### config.mk
export PLATFORM = sky130hd
export DESIGN_NAME = irq_ctrl_2lvl
export DESIGN_NICKNAME = d
export VERILOG_FILES = /design/src/rtl/icu_pkg.sv /design/src/rtl/icu_pend.sv /design/src/rtl/icu_sel.sv /design/src/rtl/icu_lvl.sv /design/src/rtl/irq_ctrl_2lvl.sv
export SDC_FILE = /design/constraint.sdc
export NUM_CORES = 1
export LEC_CHECK = 0
export ABC_CLOCK_PERIOD_IN_PS = 2750
export BUFFER_PORTS_ARGS = -buffer_cell sky130_fd_sc_hd__buf_2
export CAP_MARGIN = 20
export CORE_ASPECT_RATIO = 1.25
export CORE_UTILIZATION = 45
export CTS_BUF_LIST = sky130_fd_sc_hd__clkbuf_8
export DETAILED_ROUTE_END_ITERATION = 8
export HOLD_SLACK_MARGIN = 0.02
export PLACE_DENSITY = 0.8
export SYNTH_ARGS = -nofsm -noshare
export SYNTH_HDL_FRONTEND = slang
export SYNTH_SLANG_ARGS = --single-unit
### constraint.sdc
create_clock -name clk_i -period 2.75 [get_ports clk_i]
set_input_delay 0.55 -clock clk_i [delete_from_list [all_inputs] [get_ports clk_i]]
set_output_delay 0.55 -clock clk_i [all_outputs]
set_load 0.02 [all_outputs]
### src/rtl/icu_pkg.sv
package icu_pkg;
  typedef enum logic [1:0] {
    LVL_NORM = 2'd0,
    LVL_HIGH = 2'd1,
    LVL_NMI  = 2'd2
  } lvl_e;

  localparam int unsigned NUM_LVL = 3;
endpackage

### src/rtl/icu_pend.sv
module icu_pend #(
  parameter int unsigned W = 8
) (
  input  logic         clk_i,
  input  logic         rst_ni,
  input  logic [W-1:0] set_i,
  input  logic [W-1:0] clr_i,
  output logic [W-1:0] pend_o
);
  logic [W-1:0] pend_q;

  // set dominates clear
  always_ff @(posedge clk_i or negedge rst_ni) begin
    if (!rst_ni) pend_q <= '0;
    else         pend_q <= (pend_q & ~clr_i) | set_i;
  end

  assign pend_o = pend_q;

  p_set_wins_r2: assert property (@(posedge clk_i) disable iff (!rst_ni)
    (|set_i) |=> ((pend_o & $past(set_i)) == $past(set_i)));

  p_clr_only_r2: assert property (@(posedge clk_i) disable iff (!rst_ni)
    (|(clr_i & ~set_i)) |=> ((pend_o & $past(clr_i & ~set_i)) == '0));
endmodule

### src/rtl/icu_sel.sv
module icu_sel #(
  parameter int unsigned N  = 8,
  parameter int unsigned IW = 3
) (
  input  logic [N-1:0]  req_i,
  input  logic          rr_i,
  input  logic [IW-1:0] last_i,
  output logic          valid_o,
  output logic [IW-1:0] idx_o
);
  function automatic logic [IW-1:0] lowest(input logic [N-1:0] v);
    logic [IW-1:0] r;
    r = '0;
    for (int i = N - 1; i >= 0; i--) begin
      if (v[i]) r = IW'(i);
    end
    return r;
  endfunction

  logic [N-1:0] above;

  always_comb begin
    for (int i = 0; i < N; i++) begin
      above[i] = req_i[i] && (IW'(i) > last_i);
    end
    valid_o = |req_i;
    if (rr_i && (|above)) idx_o = lowest(above);
    else                  idx_o = lowest(req_i);
    if (valid_o) begin
      p_sel_hit_r3: assert (req_i[idx_o]);
    end
  end
endmodule

### src/rtl/icu_lvl.sv
module icu_lvl
  import icu_pkg::*;
(
  input  logic       clk_i,
  input  logic       rst_ni,
  input  logic       grant_i,
  input  lvl_e       grant_lvl_i,
  input  logic       reti_i,
  input  logic       gie_set_i,
  input  logic       insn_done_i,
  output logic [2:0] in_service_o,
  output logic       gie_o,
  output logic       hold_o
);
  logic [2:0] is_q, ret_clr, ent_set;
  logic       gie_q, hold_q;

  always_comb begin
    ret_clr = '0;
    if (reti_i) begin
      if      (is_q[2]) ret_clr = 3'b100;
      else if (is_q[1]) ret_clr = 3'b010;
      else if (is_q[0]) ret_clr = 3'b001;
    end
    ent_set = grant_i ? (3'b001 << grant_lvl_i) : 3'b000;
  end

  always_ff @(posedge clk_i or negedge rst_ni) begin
    if (!rst_ni) begin
      is_q   <= '0;
      gie_q  <= 1'b0;
      hold_q <= 1'b0;
    end else begin
      is_q <= (is_q & ~ret_clr) | ent_set;
      if (grant_i)                   gie_q <= 1'b0;
      else if (reti_i || gie_set_i)  gie_q <= 1'b1;
      if (reti_i)           hold_q <= 1'b1;
      else if (insn_done_i) hold_q <= 1'b0;
    end
  end

  assign in_service_o = is_q;
  assign gie_o        = gie_q;
  assign hold_o       = hold_q;

  p_entry_gie_r5: assert property (@(posedge clk_i) disable iff (!rst_ni)
    grant_i |=> !gie_o);

  p_ret_gie_r9: assert property (@(posedge clk_i) disable iff (!rst_ni)
    (reti_i && !grant_i) |=> gie_o);

  p_norm_idle_r6: assert property (@(posedge clk_i) disable iff (!rst_ni)
    (grant_i && grant_lvl_i == LVL_NORM) |-> (in_service_o == 3'b000));

  p_ret_order_r9: assert property (@(posedge clk_i) disable iff (!rst_ni)
    (reti_i && !grant_i && in_service_o[2]) |=>
      (!in_service_o[2] && in_service_o[1:0] == $past(in_service_o[1:0])));
endmodule

### src/rtl/irq_ctrl_2lvl.sv
module irq_ctrl_2lvl
  import icu_pkg::*;
#(
  parameter  int unsigned NUM_SRC = 8,
  localparam int unsigned IW      = (NUM_SRC > 1) ? $clog2(NUM_SRC) : 1,
  localparam int unsigned VW      = $clog2(NUM_SRC + 1)
) (
  input  logic               clk_i,
  input  logic               rst_ni,
  input  logic [NUM_SRC-1:0] irq_i,
  input  logic [NUM_SRC-1:0] irq_en_i,
  input  logic [NUM_SRC-1:0] irq_clr_i,
  input  logic               nmi_i,
  input  logic               cfg_we_i,
  input  logic               cfg_hi_en_i,
  input  logic [IW-1:0]      cfg_hi_vec_i,
  input  logic               cfg_rr_i,
  input  logic               gie_set_i,
  input  logic               insn_done_i,
  input  logic               irq_ack_i,
  input  logic               reti_i,
  output logic               irq_req_o,
  output logic [VW-1:0]      irq_vec_o,
  output logic [2:0]         in_service_o,
  output logic               gie_o
);
  localparam logic [VW-1:0] NMI_VEC = VW'(NUM_SRC);

  logic               hi_en_q, rr_q;
  logic [IW-1:0]      hi_vec_q, last_q;
  logic [NUM_SRC-1:0] pend, hi_mask, norm_req, ack_clr;
  logic               nmi_pend, nmi_clr;
  logic               sel_valid, hi_live, hold;
  logic [IW-1:0]      sel_idx;
  logic               nmi_ok, hi_ok, norm_ok, grant;
  lvl_e               grant_lvl;
  logic [2:0]         is_w;

  always_ff @(posedge clk_i or negedge rst_ni) begin
    if (!rst_ni) begin
      hi_en_q  <= 1'b0;
      hi_vec_q <= '0;
      rr_q     <= 1'b0;
    end else if (cfg_we_i) begin
      hi_en_q  <= cfg_hi_en_i;
      hi_vec_q <= cfg_hi_vec_i;
      rr_q     <= cfg_rr_i;
    end
  end

  always_comb begin
    for (int i = 0; i < NUM_SRC; i++) begin
      hi_mask[i] = hi_en_q && (hi_vec_q == IW'(i));
    end
  end

  assign norm_req = pend & irq_en_i & ~hi_mask;
  assign hi_live  = |(pend & irq_en_i & hi_mask);

  icu_sel #(.N(NUM_SRC), .IW(IW)) u_sel (
    .req_i   (norm_req),
    .rr_i    (rr_q),
    .last_i  (last_q),
    .valid_o (sel_valid),
    .idx_o   (sel_idx)
  );

  assign nmi_ok  = nmi_pend && !is_w[2] && !hold;
  assign hi_ok   = hi_live && !is_w[2] && !is_w[1] && !hold && (gie_o || is_w[0]);
  assign norm_ok = sel_valid && gie_o && (is_w == 3'b000) && !hold;

  always_comb begin
    irq_req_o = 1'b1;
    irq_vec_o = '0;
    grant_lvl = LVL_NORM;
    if (nmi_ok) begin
      irq_vec_o = NMI_VEC;
      grant_lvl = LVL_NMI;
    end else if (hi_ok) begin
      irq_vec_o = VW'(hi_vec_q);
      grant_lvl = LVL_HIGH;
    end else if (norm_ok) begin
      irq_vec_o = VW'(sel_idx);
    end else begin
      irq_req_o = 1'b0;
    end
  end

  assign grant   = irq_ack_i && irq_req_o;
  assign nmi_clr = grant && (grant_lvl == LVL_NMI);

  always_comb begin
    for (int i = 0; i < NUM_SRC; i++) begin
      ack_clr[i] = grant && (grant_lvl != LVL_NMI) && (irq_vec_o == VW'(i));
    end
  end

  icu_pend #(.W(NUM_SRC)) u_pend (
    .clk_i  (clk_i),
    .rst_ni (rst_ni),
    .set_i  (irq_i),
    .clr_i  (irq_clr_i | ack_clr),
    .pend_o (pend)
  );

  icu_pend #(.W(1)) u_nmi (
    .clk_i  (clk_i),
    .rst_ni (rst_ni),
    .set_i  (nmi_i),
    .clr_i  (nmi_clr),
    .pend_o (nmi_pend)
  );

  // rotation anchor: last granted normal vector, so vector 0 leads after reset
  always_ff @(posedge clk_i or negedge rst_ni) begin
    if (!rst_ni)                               last_q <= IW'(NUM_SRC - 1);
    else if (grant && grant_lvl == LVL_NORM)   last_q <= irq_vec_o[IW-1:0];
  end

  icu_lvl u_lvl (
    .clk_i        (clk_i),
    .rst_ni       (rst_ni),
    .grant_i      (grant),
    .grant_lvl_i  (grant_lvl),
    .reti_i       (reti_i),
    .gie_set_i    (gie_set_i),
    .insn_done_i  (insn_done_i),
    .in_service_o (is_w),
    .gie_o        (gie_o),
    .hold_o       (hold)
  );

  assign in_service_o = is_w;

  p_ret_hold_r10: assert property (@(posedge clk_i) disable iff (!rst_ni)
    reti_i |=> !irq_req_o);

  p_ack_clears_r5: assert property (@(posedge clk_i) disable iff (!rst_ni)
    (grant && grant_lvl != LVL_NMI && !(|(irq_i & ack_clr))) |=>
      !(|(pend & $past(ack_clr))));

  p_nmi_taken_r8: assert property (@(posedge clk_i) disable iff (!rst_ni)
    (nmi_clr && !nmi_i) |=> (in_service_o[2] && !nmi_pend));
endmodule

# Word-level counts from Yosys, hierarchy flattened
# Index checks and enable logic that the tools add are counted.
# classes
shifts,1
n_eq_ne,16
n_reduce_logical,52
order_cmp,8
muxes,34
n_bitwise,14
# op_table
operator,count
3-bit two-way mux,23
1-bit logical AND,38
8-bit bitwise AND,4
8-bit OR reduction,3
4-bit by 3-bit == test with 1-bit output (second input constant),4
8-bit NOT,2
8-bit OR,2
3-bit == test (second input constant),4
3-bit > comparator (first input constant),4
1-bit two-way mux,9
4-bit by 2-bit == test with 1-bit output (second input constant),2
3-bit by 2-bit == test with 1-bit output (second input constant),2
1-bit by 3-bit > comparator with 1-bit output (first input constant),2
2-bit by 3-bit > comparator with 1-bit output (first input constant),2
3-bit logical NOT,2
4-bit by 1-bit == test with 1-bit output (second input constant),1
4-bit logical NOT,1
4-bit two-way mux,1
2-bit nonzero test,2
3-bit bitwise AND,1
3-bit by 1-bit == test with 1-bit output (second input constant),1
1-bit logical NOT,3
3-bit NOT,1
3-bit OR,1
other kinds (9),10
# totals
input_bits,37
register_bits,22
wordCells,134
out_inout_bits,9

# Logic depth before layout (Yosys ltp)
# logic_depth
depth_word,23
mapped_depth,9
ltp_nobuf,8

# By module
# A second synthesis with hierarchy kept.
# unflattened
cells_unflattened,207
area_unflattened_um2,1880.6
# by_module_without_submodules
mod,cells_per_inst,seq_area_each_um2,n_inst,area_each_um2
irq_ctrl_2lvl,121,203.9,1,1084.8
icu_pend (u_pend),24,200.2,1,290.3
icu_sel,42,0.0,1,265.3
icu_lvl,17,125.1,1,203.9
icu_pend (u_nmi),3,25.0,1,36.3

# Worst setup path after synthesis
# No wires, ideal clock.
# synth_path
path_type,register to output
from,register hi_en_q
to,output irq_vec_o[0]
arrival_ns,2.300
stages_incl_launch_ff,8
slack_ns,-0.100
required_ns,2.200
path_buffers,1
cell_sequence,dfrtp_1 > buf_6 > and4bb_1 > a32o_1 > nor4_4 > nor2_2 > or3_4 > o21ai_0
# synth_between
elab_chain_len,16
word_cells_on_any_way,50
classes_between,mux: 20; bitwise: 3; reduce/logical: 27
# synth_lines
item,line_no,text
from (decl),irq_ctrl_2lvl.sv:29,"logic hi_en_q, rr_q;"
from (signal assigned),irq_ctrl_2lvl.sv:45,hi_en_q <= cfg_hi_en_i;
1-bit logical AND,irq_ctrl_2lvl.sv:53,hi_mask[i] = hi_en_q && (hi_vec_q == IW'(i));
8-bit NOT,irq_ctrl_2lvl.sv:57,assign norm_req = pend & irq_en_i & ~hi_mask;
8-bit bitwise AND,irq_ctrl_2lvl.sv:57,
1-bit logical AND,icu_sel.sv:24,above[i] = req_i[i] && (IW'(i) > last_i);
3-bit two-way mux (8 in series),icu_sel.sv:15,if (v[i]) r = IW'(i);
3-bit two-way mux,icu_sel.sv:27,if (rr_i && (|above)) idx_o = lowest(above);
3-bit two-way mux,irq_ctrl_2lvl.sv:82,end else if (norm_ok) begin
3-bit two-way mux *,irq_ctrl_2lvl.sv:79,end else if (hi_ok) begin
4-bit two-way mux *,irq_ctrl_2lvl.sv:76,if (nmi_ok) begin
to (decl),irq_ctrl_2lvl.sv:23,"output logic [VW-1:0] irq_vec_o,"
# Every way passes the cells marked *; elsewhere a longest branch is shown, timed or not.

# Final worst setup path
# layout_path
from,register hi_vec_q[0]
to,output irq_vec_o[2]
# layout_between
elab_chain_len,17
word_cells_on_any_way,58
classes_between,eq/ne: 7; mux: 20; bitwise: 3; reduce/logical: 28
# layout_lines
item,line_no,text
from (decl),irq_ctrl_2lvl.sv:30,"logic [IW-1:0] hi_vec_q, last_q;"
from (signal assigned),irq_ctrl_2lvl.sv:46,hi_vec_q <= cfg_hi_vec_i;
3-bit == test,irq_ctrl_2lvl.sv:53,
1-bit logical AND,irq_ctrl_2lvl.sv:53,
8-bit NOT,irq_ctrl_2lvl.sv:57,
8-bit bitwise AND,irq_ctrl_2lvl.sv:57,
1-bit logical AND,icu_sel.sv:24,
3-bit two-way mux (8 in series),icu_sel.sv:15,
3-bit two-way mux,icu_sel.sv:27,
3-bit two-way mux,irq_ctrl_2lvl.sv:82,
3-bit two-way mux *,irq_ctrl_2lvl.sv:79,
4-bit two-way mux *,irq_ctrl_2lvl.sv:76,
# Marked as above.

==> results.md <==
- Run status: finished with violations
- Failing checks: setup timing
- Overall power: ~1.1 mW
- TritonCTS Buffers: 3
- Cell types with the highest counts after synthesis: 21 x sky130_fd_sc_hd__nand2_1, 19 x sky130_fd_sc_hd__dfrtp_1, 14 x sky130_fd_sc_hd__inv_1
- Area growth syn-to-layout: 46.9%
- Synth cell types: about 60
- Post-route fraction of the period consumed by the critical path: 114%
- Final setup violation count: 4
- Peak supply drop: about 0.00055 V
- CTS H-tree lvls: 1
- Vias post-DR: 2050
- Classification of the worst-slack hold path: input pin to async pin
- Count of standard-cell rows: 24
- Top Ports: 46
- Met3 Routed Length: slightly above 400 µm
- Clock latency on the worst-skew pair: 270 ps
- Number of nets in the synthesized netlist: 229
- Longest Clk Path Bufs: 2
- Actual transition at the worst max-transition pin: between 500 and 600 ps
- Maximum number of pins on one net before global-route repair: 23
- Most numerous cell on the critical path: sky130_fd_sc_hd__buf_4
- Post-layout minimum cycle time: about 3100 ps
- Final GP Congestion: roughly 0.93
- Kind of launch point of the worst setup path: register
- Signal arrival time at the worst endpoint: 2580 ps
- TritonCTS clock tree: yes
- Remaining number of nets flagged by the antenna check after routing: 0
- Fmax achieved: approximately 320 MHz
- Non-filler instance count after layout: roughly 310
- Number of inserted filler cells in the final layout: ~250
- Kind of end point of the critical path: primary output
- First-pass GRT wire length: slightly above 9 mm
- Routed length on met2: a little over 3 mm
- Slowest cell on crit path: sky130_fd_sc_hd__dfrtp_2
- Number of max-capacitance violations reported: 0
- Hold buffer count at cts: 0
- Number of buffer cells added on primary ports: 45
- Final global-route overflow total: 0
- Yosys synthesis warning count: 0
- Synthesized cell area: ~0.0017 mm²
- Post-detailed-routing wire length: just under 6 mm
- Hold Slack: roughly 250 ps
- Via count of the first global-routing pass: 2057
- Cell type contributing the most total cell area after synthesis: sky130_fd_sc_hd__dfrtp_1
- Vert. Die Dim: 70.0 µm
- Primary FF master, synth: sky130_fd_sc_hd__dfrtp_1
- CP Data Required Time: around 2200 ps
- Total Routing Usage GR: ~29%
- Synthesis-stage register bit count: 22
- Diode count: 0
- Top-count cell post-synth: sky130_fd_sc_hd__nand2_1
- Maximum clock skew at final layout: ~2.1 ps
- Post-Place Cell Area: around 0.0021 mm²
- Clock transition at the registers of the reported paths: roughly 80 ps
- Peak fanout along the critical path: 10
- Net count reported at finish: roughly 310
- Effective utilization at floorplan: 47.3%
- Static leakage: about 1.1 nW
- RSZ-0062 raised after global routing: yes
- Number of sinks on the clock net: 22
- Post-detailed-route wirelength per cell: roughly 19 µm
- Root buffer selected by CTS: sky130_fd_sc_hd__clkbuf_8
- Average size of a mapped cell: 8.66 µm²
- Fraction of the yosys area taken by sequential cells: 33.3%
- Metal-1 WL: between 2 and 2.5 mm
- Max Transition Viols Final: 0
- Remaining design rule violation count: 0
- Die boundary width: 56.4 µm
- Count of flip-flops with a built-in enable after synthesis: 0
- Largest stage delay, worst path: ~470 ps
- Place WS: -97.3 ps
- Average vias per placed instance: around 6.5
- Share of synthesized flip-flops with an asynchronous set or reset: 100%
- Ordered list of cells on the worst path: buf_4, nor4b_4, o22ai_2, a2111oi_2, buf_4, a21oi_1, a221o_1, nor2_1, buf_4
- Hold Vio Cnt, Final: 0
- Final design instance area without fill: roughly 0.0024 mm²
- Number of antenna violations at the first check in global routing: 0
- Max_slew headroom: between 60% and 70%
- Setup ws final: -379 ps
- Layout cells sized above 1: around half
- Core Area: roughly 0.0035 mm²
- Power per cell area: between 400 and 500 mW/mm²
- Highest routed layer: met4
- Total half-perimeter wirelength after legalization and detailed placement: approximately 4 mm
- Fraction of synthesized cell area taken by the top area cell type: 28.6%
- Gate count after technology mapping: 192
- Drt initial violations: ~140
- Number of placed cells counting well taps: between 200 and 300
- Die ar.: around 0.0039 mm²
- Ranking of synthesized cells by area: sky130_fd_sc_hd__dfrtp_1 29%, sky130_fd_sc_hd__dfstp_2 4.7%, sky130_fd_sc_hd__mux2_2 4.7%
- Detailed Routing Iterations Pass 1: 4
- Critical path class: register to primary output
-- where the power goes --
group	switching, mW	total (mW)	internal (mW)
Combinational	0.259	0.497	0.237
Clock	0.111	0.211	0.100
Sequential	0.0561	0.420	0.364
-- metrics by stage --
stage / setup TNS, ps / util (%)
floorplan: 0 / -
global placement: -127 / 59.5
detailed placement: -191 / 59.5
CTS: -780 / 67.8
global route: -1850 / 69.5
finish: -1160 / 69.5
-- registers in the layout, indices dropped and copies added (netlist names) --
name and count:
u_nmi.pend_o 1, hi_en_q 1, u_pend.pend_o 8, rr_q 1, u_lvl.gie_o 1, u_lvl.hold_o 1
last_q 3, hi_vec_q 3, u_lvl.in_service_o 3
-- critical path, delay by kind of cell (launching register included) --
family / cells / cell delay, ps
AOI/OAI and AO/OA: 4 / 750
and+or+nand+nor: 2 / 560
buffers and inverters: 3 / 500
DFF: 1 / 470
-- final timing paths --
| kind | from | to | slack (ps) | cells after the start |
|---|---|---|---|---|
| max | hi_vec_q[0] | irq_vec_o[2] | -380 | 9 |
| min | rst_ni | u_pend.pend_o[6] | 250 | 1 |
| max reg2reg | hi_vec_q[1] | u_pend.pend_o[7] | 30 | 10 |
| min reg2reg | u_nmi.pend_o | u_nmi.pend_o | 490 | 1 |
| max in group asynchronous | rst_ni | hi_vec_q[2] | 2110 | 1 |
| min in group clk_i | nmi_i | u_nmi.pend_o | 450 | 2 |
-- cell usage in the layout (no fill, tap or decap), types with 5 or more instances in the layout --
cell                      count
sky130_fd_sc_hd__a21oi_1     12
sky130_fd_sc_hd__a31oi_1      8
sky130_fd_sc_hd__and2_1       5
sky130_fd_sc_hd__buf_2       41
sky130_fd_sc_hd__buf_4       34
sky130_fd_sc_hd__buf_6       11
sky130_fd_sc_hd__dfrtp_1     15
sky130_fd_sc_hd__inv_1       15
sky130_fd_sc_hd__mux2_2       6
sky130_fd_sc_hd__nand2_1     20
sky130_fd_sc_hd__nand3_1      5
sky130_fd_sc_hd__nor2_1      11
sky130_fd_sc_hd__nor3_1      12
sky130_fd_sc_hd__o21ai_0      5
-- kinds of logic (layout without fill, tap and decap cells) --
family / count (synthesis) / count (layout) / synth area share, %
buf+inv: 22 / 105 / 6.40
simple gates: 75 / 75 / 26.0
mux: 8 / 8 / 5.34
flops: 22 / 22 / 33.3
compound gates: 65 / 65 / 29.0
-- routing by layer --
layer | up-vias | GRT usage (%)
met1 | 965 | 31.7
met5 | - | 0
met2 | 136 | 52.2
li1 | 900 | -
met3 | 49 | 3.70
met4 | 0 | 20.6
-- final cells by class --
class                      count  area (µm²)  area share, %
sequential                    22         559           22.9
tap                           39        48.8           2.00
inverter                      15        56.3           2.31
clock buffer                   3        41.3           1.69
timing repair buffer          86         584           23.9
multi-input combinational    148        1150           47.0
clock inverter                 1        3.75          0.154
-- what timing repair did --
action                                  in CTS  in global routing
gates resized for setup                     42                 11
endpoints found under the setup margin       4                 15
pin swaps                                   16                 14
buffers inserted                            13                  1
Power figures use the tool's default switching activity.
